--- src/rtl/pwm_aq_pkg.sv ---
package pwm_aq_pkg;

    localparam int CNT_W   = 16;
    localparam int WORD_W  = 16;
    localparam int NUM_OUT = 2;
    localparam int FRC_W   = 2 * NUM_OUT;

    // Bit positions of the event fields inside an action word
    localparam int ZRO_LSB = 0;
    localparam int PRD_LSB = 2;
    localparam int CPA_LSB = 4;
    localparam int CPB_LSB = 8;

    typedef enum logic [1:0] {
        ACT_NONE   = 2'b00,
        ACT_LOW    = 2'b01,
        ACT_HIGH   = 2'b10,
        ACT_TOGGLE = 2'b11
    } act_e;

    typedef enum logic [1:0] {
        RLD_ZERO   = 2'b00,
        RLD_PERIOD = 2'b01,
        RLD_EITHER = 2'b10,
        RLD_NOW    = 2'b11
    } reload_e;

    typedef struct packed {
        logic prd;
        logic cmpb;
        logic cmpa;
        logic zro;
    } evt_t;

    typedef struct packed {
        logic on;
        logic level;
    } force_t;

    function automatic act_e field_of(input logic [WORD_W-1:0] word, input int lsb);
        return act_e'(word[lsb +: 2]);
    endfunction

    // Highest-ranked event carrying a non-empty code wins
    function automatic act_e pick_action(input evt_t e, input logic [WORD_W-1:0] word);
        act_e r;
        r = ACT_NONE;
        if (e.zro  && field_of(word, ZRO_LSB) != ACT_NONE) r = field_of(word, ZRO_LSB);
        if (e.cmpa && field_of(word, CPA_LSB) != ACT_NONE) r = field_of(word, CPA_LSB);
        if (e.cmpb && field_of(word, CPB_LSB) != ACT_NONE) r = field_of(word, CPB_LSB);
        if (e.prd  && field_of(word, PRD_LSB) != ACT_NONE) r = field_of(word, PRD_LSB);
        return r;
    endfunction

    function automatic logic apply_action(input act_e a, input logic cur);
        case (a)
            ACT_LOW:    return 1'b0;
            ACT_HIGH:   return 1'b1;
            ACT_TOGGLE: return ~cur;
            default:    return cur;
        endcase
    endfunction

    function automatic force_t decode_force(input logic [1:0] code);
        force_t f;
        f.on    = (code == 2'b01) || (code == 2'b10);
        f.level = (code == 2'b10);
        return f;
    endfunction

endpackage

--- src/rtl/aq_event_detect.sv ---
module aq_event_detect
    import pwm_aq_pkg::*;
(
    input  logic             tick,
    input  logic             at_zero,
    input  logic             at_period,
    input  logic             count_up,
    input  logic [CNT_W-1:0] counter,
    input  logic [CNT_W-1:0] cmp_a,
    input  logic [CNT_W-1:0] cmp_b,
    output evt_t             evt
);
    always_comb begin
        evt.zro  = tick && at_zero;
        evt.prd  = tick && at_period;
        evt.cmpa = tick && count_up && (counter == cmp_a);
        evt.cmpb = tick && count_up && (counter == cmp_b);
    end
endmodule

--- src/rtl/aq_force_reload.sv ---
module aq_force_reload
    import pwm_aq_pkg::*;
(
    input  logic             clk,
    input  logic             rst,
    input  logic             tick,
    input  logic             at_zero,
    input  logic             at_period,
    input  logic [1:0]       reload_sel,
    input  logic [FRC_W-1:0] shadow,
    output logic [FRC_W-1:0] active
);
    logic load;

    always_comb begin
        case (reload_e'(reload_sel))
            RLD_ZERO:   load = tick && at_zero;
            RLD_PERIOD: load = tick && at_period;
            RLD_EITHER: load = tick && (at_zero || at_period);
            default:    load = tick;
        endcase
    end

    always_ff @(posedge clk) begin
        if (rst)       active <= '0;
        else if (load) active <= shadow;
    end
endmodule

--- src/rtl/aq_output_channel.sv ---
module aq_output_channel
    import pwm_aq_pkg::*;
(
    input  logic              clk,
    input  logic              rst,
    input  logic              tick,
    input  evt_t              evt,
    input  logic [WORD_W-1:0] act_word,
    input  logic [1:0]        force_code,
    output logic              pwm,
    output logic              forced
);
    force_t frc;
    act_e   act;
    logic   level_q;

    always_comb begin
        frc = decode_force(force_code);
        act = pick_action(evt, act_word);
    end

    // While forced, the held level follows the force so release is seamless
    always_ff @(posedge clk) begin
        if (rst)         level_q <= 1'b0;
        else if (frc.on) level_q <= frc.level;
        else if (tick)   level_q <= apply_action(act, level_q);
    end

    assign pwm    = frc.on ? frc.level : level_q;
    assign forced = frc.on;
endmodule

--- src/rtl/pwm_action_qualifier.sv ---
module pwm_action_qualifier
    import pwm_aq_pkg::*;
(
    input  logic              clk,
    input  logic              rst,
    input  logic              tick,
    input  logic              at_zero,
    input  logic              at_period,
    input  logic              count_up,
    input  logic [CNT_W-1:0]  counter,
    input  logic [CNT_W-1:0]  cmp_a,
    input  logic [CNT_W-1:0]  cmp_b,
    input  logic [WORD_W-1:0] act_a,
    input  logic [WORD_W-1:0] act_b,
    input  logic [FRC_W-1:0]  force_shadow,
    input  logic [1:0]        reload_sel,
    output logic              pwm_a,
    output logic              pwm_b
);
    evt_t               evt;
    logic [FRC_W-1:0]   force_act;
    logic [WORD_W-1:0]  words [NUM_OUT];
    logic [NUM_OUT-1:0] outs;
    logic [NUM_OUT-1:0] forced;

    assign words[0] = act_a;
    assign words[1] = act_b;

    aq_event_detect u_evt (
        .tick      (tick),
        .at_zero   (at_zero),
        .at_period (at_period),
        .count_up  (count_up),
        .counter   (counter),
        .cmp_a     (cmp_a),
        .cmp_b     (cmp_b),
        .evt       (evt)
    );

    aq_force_reload u_rld (
        .clk        (clk),
        .rst        (rst),
        .tick       (tick),
        .at_zero    (at_zero),
        .at_period  (at_period),
        .reload_sel (reload_sel),
        .shadow     (force_shadow),
        .active     (force_act)
    );

    for (genvar i = 0; i < NUM_OUT; i++) begin : g_ch
        aq_output_channel u_ch (
            .clk        (clk),
            .rst        (rst),
            .tick       (tick),
            .evt        (evt),
            .act_word   (words[i]),
            .force_code (force_act[2*i +: 2]),
            .pwm        (outs[i]),
            .forced     (forced[i])
        );
    end

    assign pwm_a = outs[0];
    assign pwm_b = outs[1];
endmodule

--- config.mk ---
export PLATFORM = sky130hd
export DESIGN_NAME = pwm_action_qualifier
export DESIGN_NICKNAME = d
export VERILOG_FILES = /design/src/rtl/pwm_aq_pkg.sv /design/src/rtl/aq_event_detect.sv /design/src/rtl/aq_force_reload.sv /design/src/rtl/aq_output_channel.sv /design/src/rtl/pwm_action_qualifier.sv
export SDC_FILE = /design/constraint.sdc
export NUM_CORES = 1
export LEC_CHECK = 0
export BUFFER_PORTS_ARGS = -buffer_cell sky130_fd_sc_hd__buf_4
export CORE_UTILIZATION = 35
export DETAILED_ROUTE_END_ITERATION = 8
export PLACE_DENSITY = 0.82
export SLEW_MARGIN = 25
export SYNTH_ARGS = -nofsm -noshare
export SYNTH_HDL_FRONTEND = slang
export SYNTH_HIERARCHICAL = 1
export SYNTH_SLANG_ARGS = --single-unit
--- constraint.sdc ---
create_clock -name clk -period 3.1 [get_ports clk]
set_input_delay 0.465 -clock clk [delete_from_list [all_inputs] [get_ports clk]]
set_output_delay 0.465 -clock clk [all_outputs]
set_load 0.005 [all_outputs]
; Yosys cells after proc, flatten, opt, wreduce, memory -nomap -nowiden
; Index checks and enable logic that the tools add are counted.
[totals]
regBits = 6
elab_cells = 68
ramBits = 0
out_inout_bits = 2
romBits = 0
n_memories = 0
input_bits = 92
latchBits = 0
[op_classes]
muxes = 17
div = 0
multipliers = 0
n_shift = 0
n_eq_ne = 14
magnitude_cmp = 0
bitwise = 2
add_sub_neg = 0
n_reduce_logical = 32
[ops]
columns = cell, count
row1 = 16-bit equality test, 2
row2 = 2-bit nonzero test, 10
row3 = 2-bit 2-to-1 mux, 8
row4 = "2-bit equality test, second input constant", 7
row5 = 1-bit logical AND, 14
row6 = "2-bit by 1-bit equality test with 1-bit output, second input constant", 5
row7 = 1-bit one-hot mux with 3 select lines, 3
row8 = 4-bit nonzero test, 2
row9 = 1-bit 2-to-1 mux, 6
row10 = 2-bit AND reduction, 2
row11 = 1-bit logical OR, 3
row12 = 2-bit zero test, 1
row13 = 1-bit NOT, 2

; Logic depth before layout (Yosys ltp)
[logic_depth]
ltp_word = 10
ltp_mapped = 11
depth_no_buf = 11

; Hierarchy
; Netlist, hierarchy kept.
[modules_own_cells]
columns = mod, cells_per_inst, area_each_um2, instances, seq_area_each_um2
row1 = aq_output_channel, 29, 201.4, 2, 20.0
row2 = aq_event_detect, 46, 377.9, 1, 0.0
row3 = aq_force_reload, 24, 256.5, 1, 80.1

; Least setup slack after synthesis
; Ideal clock, no wire load.
[synth_timing]
kind = input -> register
from = input port cmp_a[15]
to = register g_ch[0].u_ch.level_q
setup_time_ns = 0.074
t_required_ns = 3.026
slack_ns = 0.505
cell_stages = 11
arrival_ns = 2.521
cell_sequence = xor2_1 -> nor4_1 -> nand4_1 -> nor4_2 -> and2_1 -> o211ai_2 -> a32o_1 -> ha_1 -> o21ai_0 -> nand3_1 -> a31oi_1
[synth_rtl]
columns = item, line
row1 = "start, declared", pwm_action_qualifier.sv:11  ; input logic [CNT_W-1:0] cmp_a,
row2 = "end signal, assigned", aq_output_channel.sv:25  ; else if (frc.on) level_q <= frc.level;
row3 = "end signal, assigned", aq_output_channel.sv:26  ; else if (tick) level_q <= apply_action(act, level_q);
row4 = "end, declared", aq_output_channel.sv:15  ; logic level_q;

==> flow_summary_export.csv <==
group,metric,value,unit
worst_setup_path,critPathMaxStageDelay,0.40,ns
routing,wire_per_inst,11.71,µm
routing,drtAntennaViolNets,0,
worst_setup_path,slowest_stage,"nor4_1",
worst_setup_path,start_kind,"primary input",
clock_network,clock-sinks,6,
worst_setup_path,worstPathArrival,2.87,ns
yosys,synth_area_per_cell,8.103,µm²
floorplanning,rows,19,
placement,hpwl,2.602,mm
clock_network,worstSkewPairLatency,0.24,ns
routing,drc,0,
yosys,synth_cell_type_count,26,
yosys,syn-num-nets,229,
clock_network,clk_path_buf_depth,2,
yosys,synth_common_cells,"24 x xnor2_1, 16 x nand2_1, 10 x nand2b_1, 9 x ha_1, 8 x xor2_1",
sta,maxSlewViolCount,0,
sta,fmax,370.0,MHz
pwr,p_per_area,203.1,nW/µm²
yosys,synth-edff-count,0,
clock_network,htree_levels,1,
grt,globalRouteTotalUtil,0.1833,
pwr,pwr-share-seq,0.250,
cells_and_area,area_growth,63.09,%
pwr,power_frac_clock,0.213,
pwr,p_leak,0.7709,nW
routing,totalWireLength,2.822,mm
grt,grt_pass1_wl,4.781,mm
routing,first_pass_iters,4,
pwr,p_switching,0.0001019,W
clock_network,cts_resized,0,
sta,final_hold_viol_count,0,
worst_setup_path,path_common_cell,"buf_4",
sta,post-route-period-util,0.8718,
clock_network,cts-root-buf,"clkbuf_4",
floorplanning,coreArea,2781,µm²
min_path,hold_class,"primary input to flop",
yosys,ys_seq_area_frac,0.1158,
cells_and_area,n_antenna_cell,0,
cells_and_area,drive_gt1_frac,0.4190,
sta,slew_headroom,0.7368,
run_status,outcome,"finished, final reports clean",
pwr,p_sw_frac,0.2964,
sta,setup-tns-final,0,ns
yosys,ys_ff_latch,6,
grt,grt-ovfl-total,0,
clock_network,cts_setup_buffers,0,
grt,grt_pass1_vias,1241,
worst_setup_path,cp-end-kind,"flop",
yosys,async_flop_share,0,
yosys,synth.most_common_cell,"xnor2_1",
routing,drt_iter0_markers,30,
yosys,synth.area.top_cells,"xnor2_1 20%, dfxtp_1 12%, ha_1 11%, xor2_1 6.8%, nand2b_1 6.0%",
grt,grt_start_max_net_pins,11,
pwr,p_int,0.0002418,W
flow_run,cap_violations,0,
placement,io_buffers,77,
floorplanning,die_area,3185,µm²
worst_setup_path,crit_chain,"buf_4 > xor2_1 > nor4_1 > nand4_1 > nor4_2 > buf_4 > and2_1 > o211ai_2 > a32o_1 > ha_1 > o21ai_0 > nand3_1 > a31oi_1",
clock_network,clk_pin_slew_worst_paths,0.05,ns
sta,min_period,2.703,ns
worst_setup_path,path_max_fanout,6,
routing,viasPerCell,4.975,
yosys,yosysWarnings,6,
yosys,yosysTopAreaCellShare,0.2027,
floorplanning,ios,94,
yosys,ys.flop_type,"dfxtp_1",
worst_setup_path,critical_path_class,"primary input to flop",
clock_network,numCtsBuffers,3,
floorplanning,start_util,0.3729,
cells_and_area,finalInstanceArea,1692,µm²
worst_setup_path,cp.required,3.27,ns
yosys,syn-instance-count,128,
sta,tightestPinTransition,0.3911,ns
sta,grt_setup_unrepaired,"no",
yosys,syn_area,1037,µm²
pwr,irDropWorstVdd,0.1925,mV
placement,place_area,1669,µm²
floorplanning,die_y,56.44,µm
pwr,combPwrFrac,0.537,
placement,globalplace.congestion,0.7630,
cells_and_area,num-nets-final,313,
sta,setup_viol,0,
yosys,synth_top_area_cell,"xnor2_1",
sta,skew,0.0003838,ns
grt,antenna_found_initial,0,
floorplanning,die_w,56.44,µm
routing,num_vias,1199,
clock_network,cts_tree,"yes",
clock_network,cts_hold_buf,0,
==> worst paths after layout <==
| check | slack [ns] | from | cells past startpoint | end |
|---|---|---|---|---|
| worst max-delay path | 0.40 | cmp_a[15] | 13 | g_ch[0].u_ch/level_q |
| worst min-delay path | 0.44 | rst | 2 | g_ch[1].u_ch/level_q |
| worst max register to register | 2.03 | u_rld/active[0] | 4 | g_ch[0].u_ch/level_q |
| worst min register to register | 0.47 | u_rld/active[0] | 2 | u_rld/active[0] |
==> through the flow <==
stage / util / total power, W / cells / setup WS (ns) / hold slack [ns]
2_1_floorplan: - / 0.0001693 / 128 / 0.5049 / 0.4480
3_3_place_gp: 0.6001 / 0.0002684 / 238 / 0.2250 / 0.4620
3_5_place_dp: 0.6001 / 0.0002728 / 238 / 0.1316 / 0.4685
4_1_cts: 0.6082 / 0.0003481 / 241 / 0.3774 / 0.4280
5_1_grt: 0.6082 / 0.0003731 / 241 / 0.2257 / 0.4382
6_report: 0.6082 / 0.0003436 / 241 / 0.3973 / 0.4391
==> critical path: cells and delay by family <==
kind	cells	cell delay, ns
xor+xnor	1	0.14
fa+ha+maj	1	0.28
buf+inv	2	0.28
compound gates	4	0.69
simple gates	5	1.02
==> layer usage <==
layer,routed length [µm],share of wire,global-route usage,up-vias
met5,0,0,0,-
met3,184,0.065,0.04608,0
met4,0,0,0.02091,0
li1,-,-,-,630
met1,1134,0.40,0.2050,532
met2,1502,0.53,0.3529,37
==> power groups by stage <==
stage,Combinational (W),Clock [W],Sequential [W]
after global placement,0.000181,0,0.0000869
after detailed placement,0.000186,0,0.0000872
after global routing,0.000205,0.0000822,0.0000864
after floorplan,0.0000830,0,0.0000863
final,0.000185,0.0000732,0.0000858
after CTS,0.000186,0.0000763,0.0000857
==> cells by family (layout without fill, tap and decap cells) <==
| kind of cell | count (synthesis) | after routing | share of synthesized area |
|---|---|---|---|
| AO/OA/AOI/OAI | 22 | 22 | 0.1713 |
| XOR/XNOR | 32 | 32 | 0.2702 |
| adder cells (fa/ha/maj) | 9 | 9 | 0.1086 |
| buffers and inverters | 6 | 88 | 0.02171 |
| flip-flops | 6 | 6 | 0.1158 |
| multiplexers | 4 | 4 | 0.03860 |
| AND/OR/NAND/NOR | 49 | 49 | 0.2738 |
==> state kept, by name (all words and copies together), names as in the netlist <==
| name | count |
|---|---|
| u_rld/active | 4 |
| g_ch.u_ch/level_q | 2 |
==> layout by cell type, fill, tap and decap left out, drive strengths merged <==
cell and instances:
buf 79, clkbuf 3, xor2 8, and2 4, a21oi 2, nand2b 10, nand4b 2, o211ai 2
a32o 2, ha 9, dfxtp 6, nor4 4, nand3b 2, nand4 6, and2b 1, a31oi 4
nand2 16, a2111o 1, o311a 1, mux2i 4, o21ai 6, a32oi 2, a22o 2, xnor2 24
nand3 4, inv 6
==> cell type report <==
class | count | area, µm²
Fill cell | 260 | 1090
Multi-Input combinational cell | 116 | 894.6
Timing Repair Buffer | 79 | 593.1
Sequential cell | 6 | 120.1
Tap cell | 31 | 38.79
Clock buffer | 3 | 22.52
Inverter | 6 | 22.52
Power figures use the tool's default switching activity.
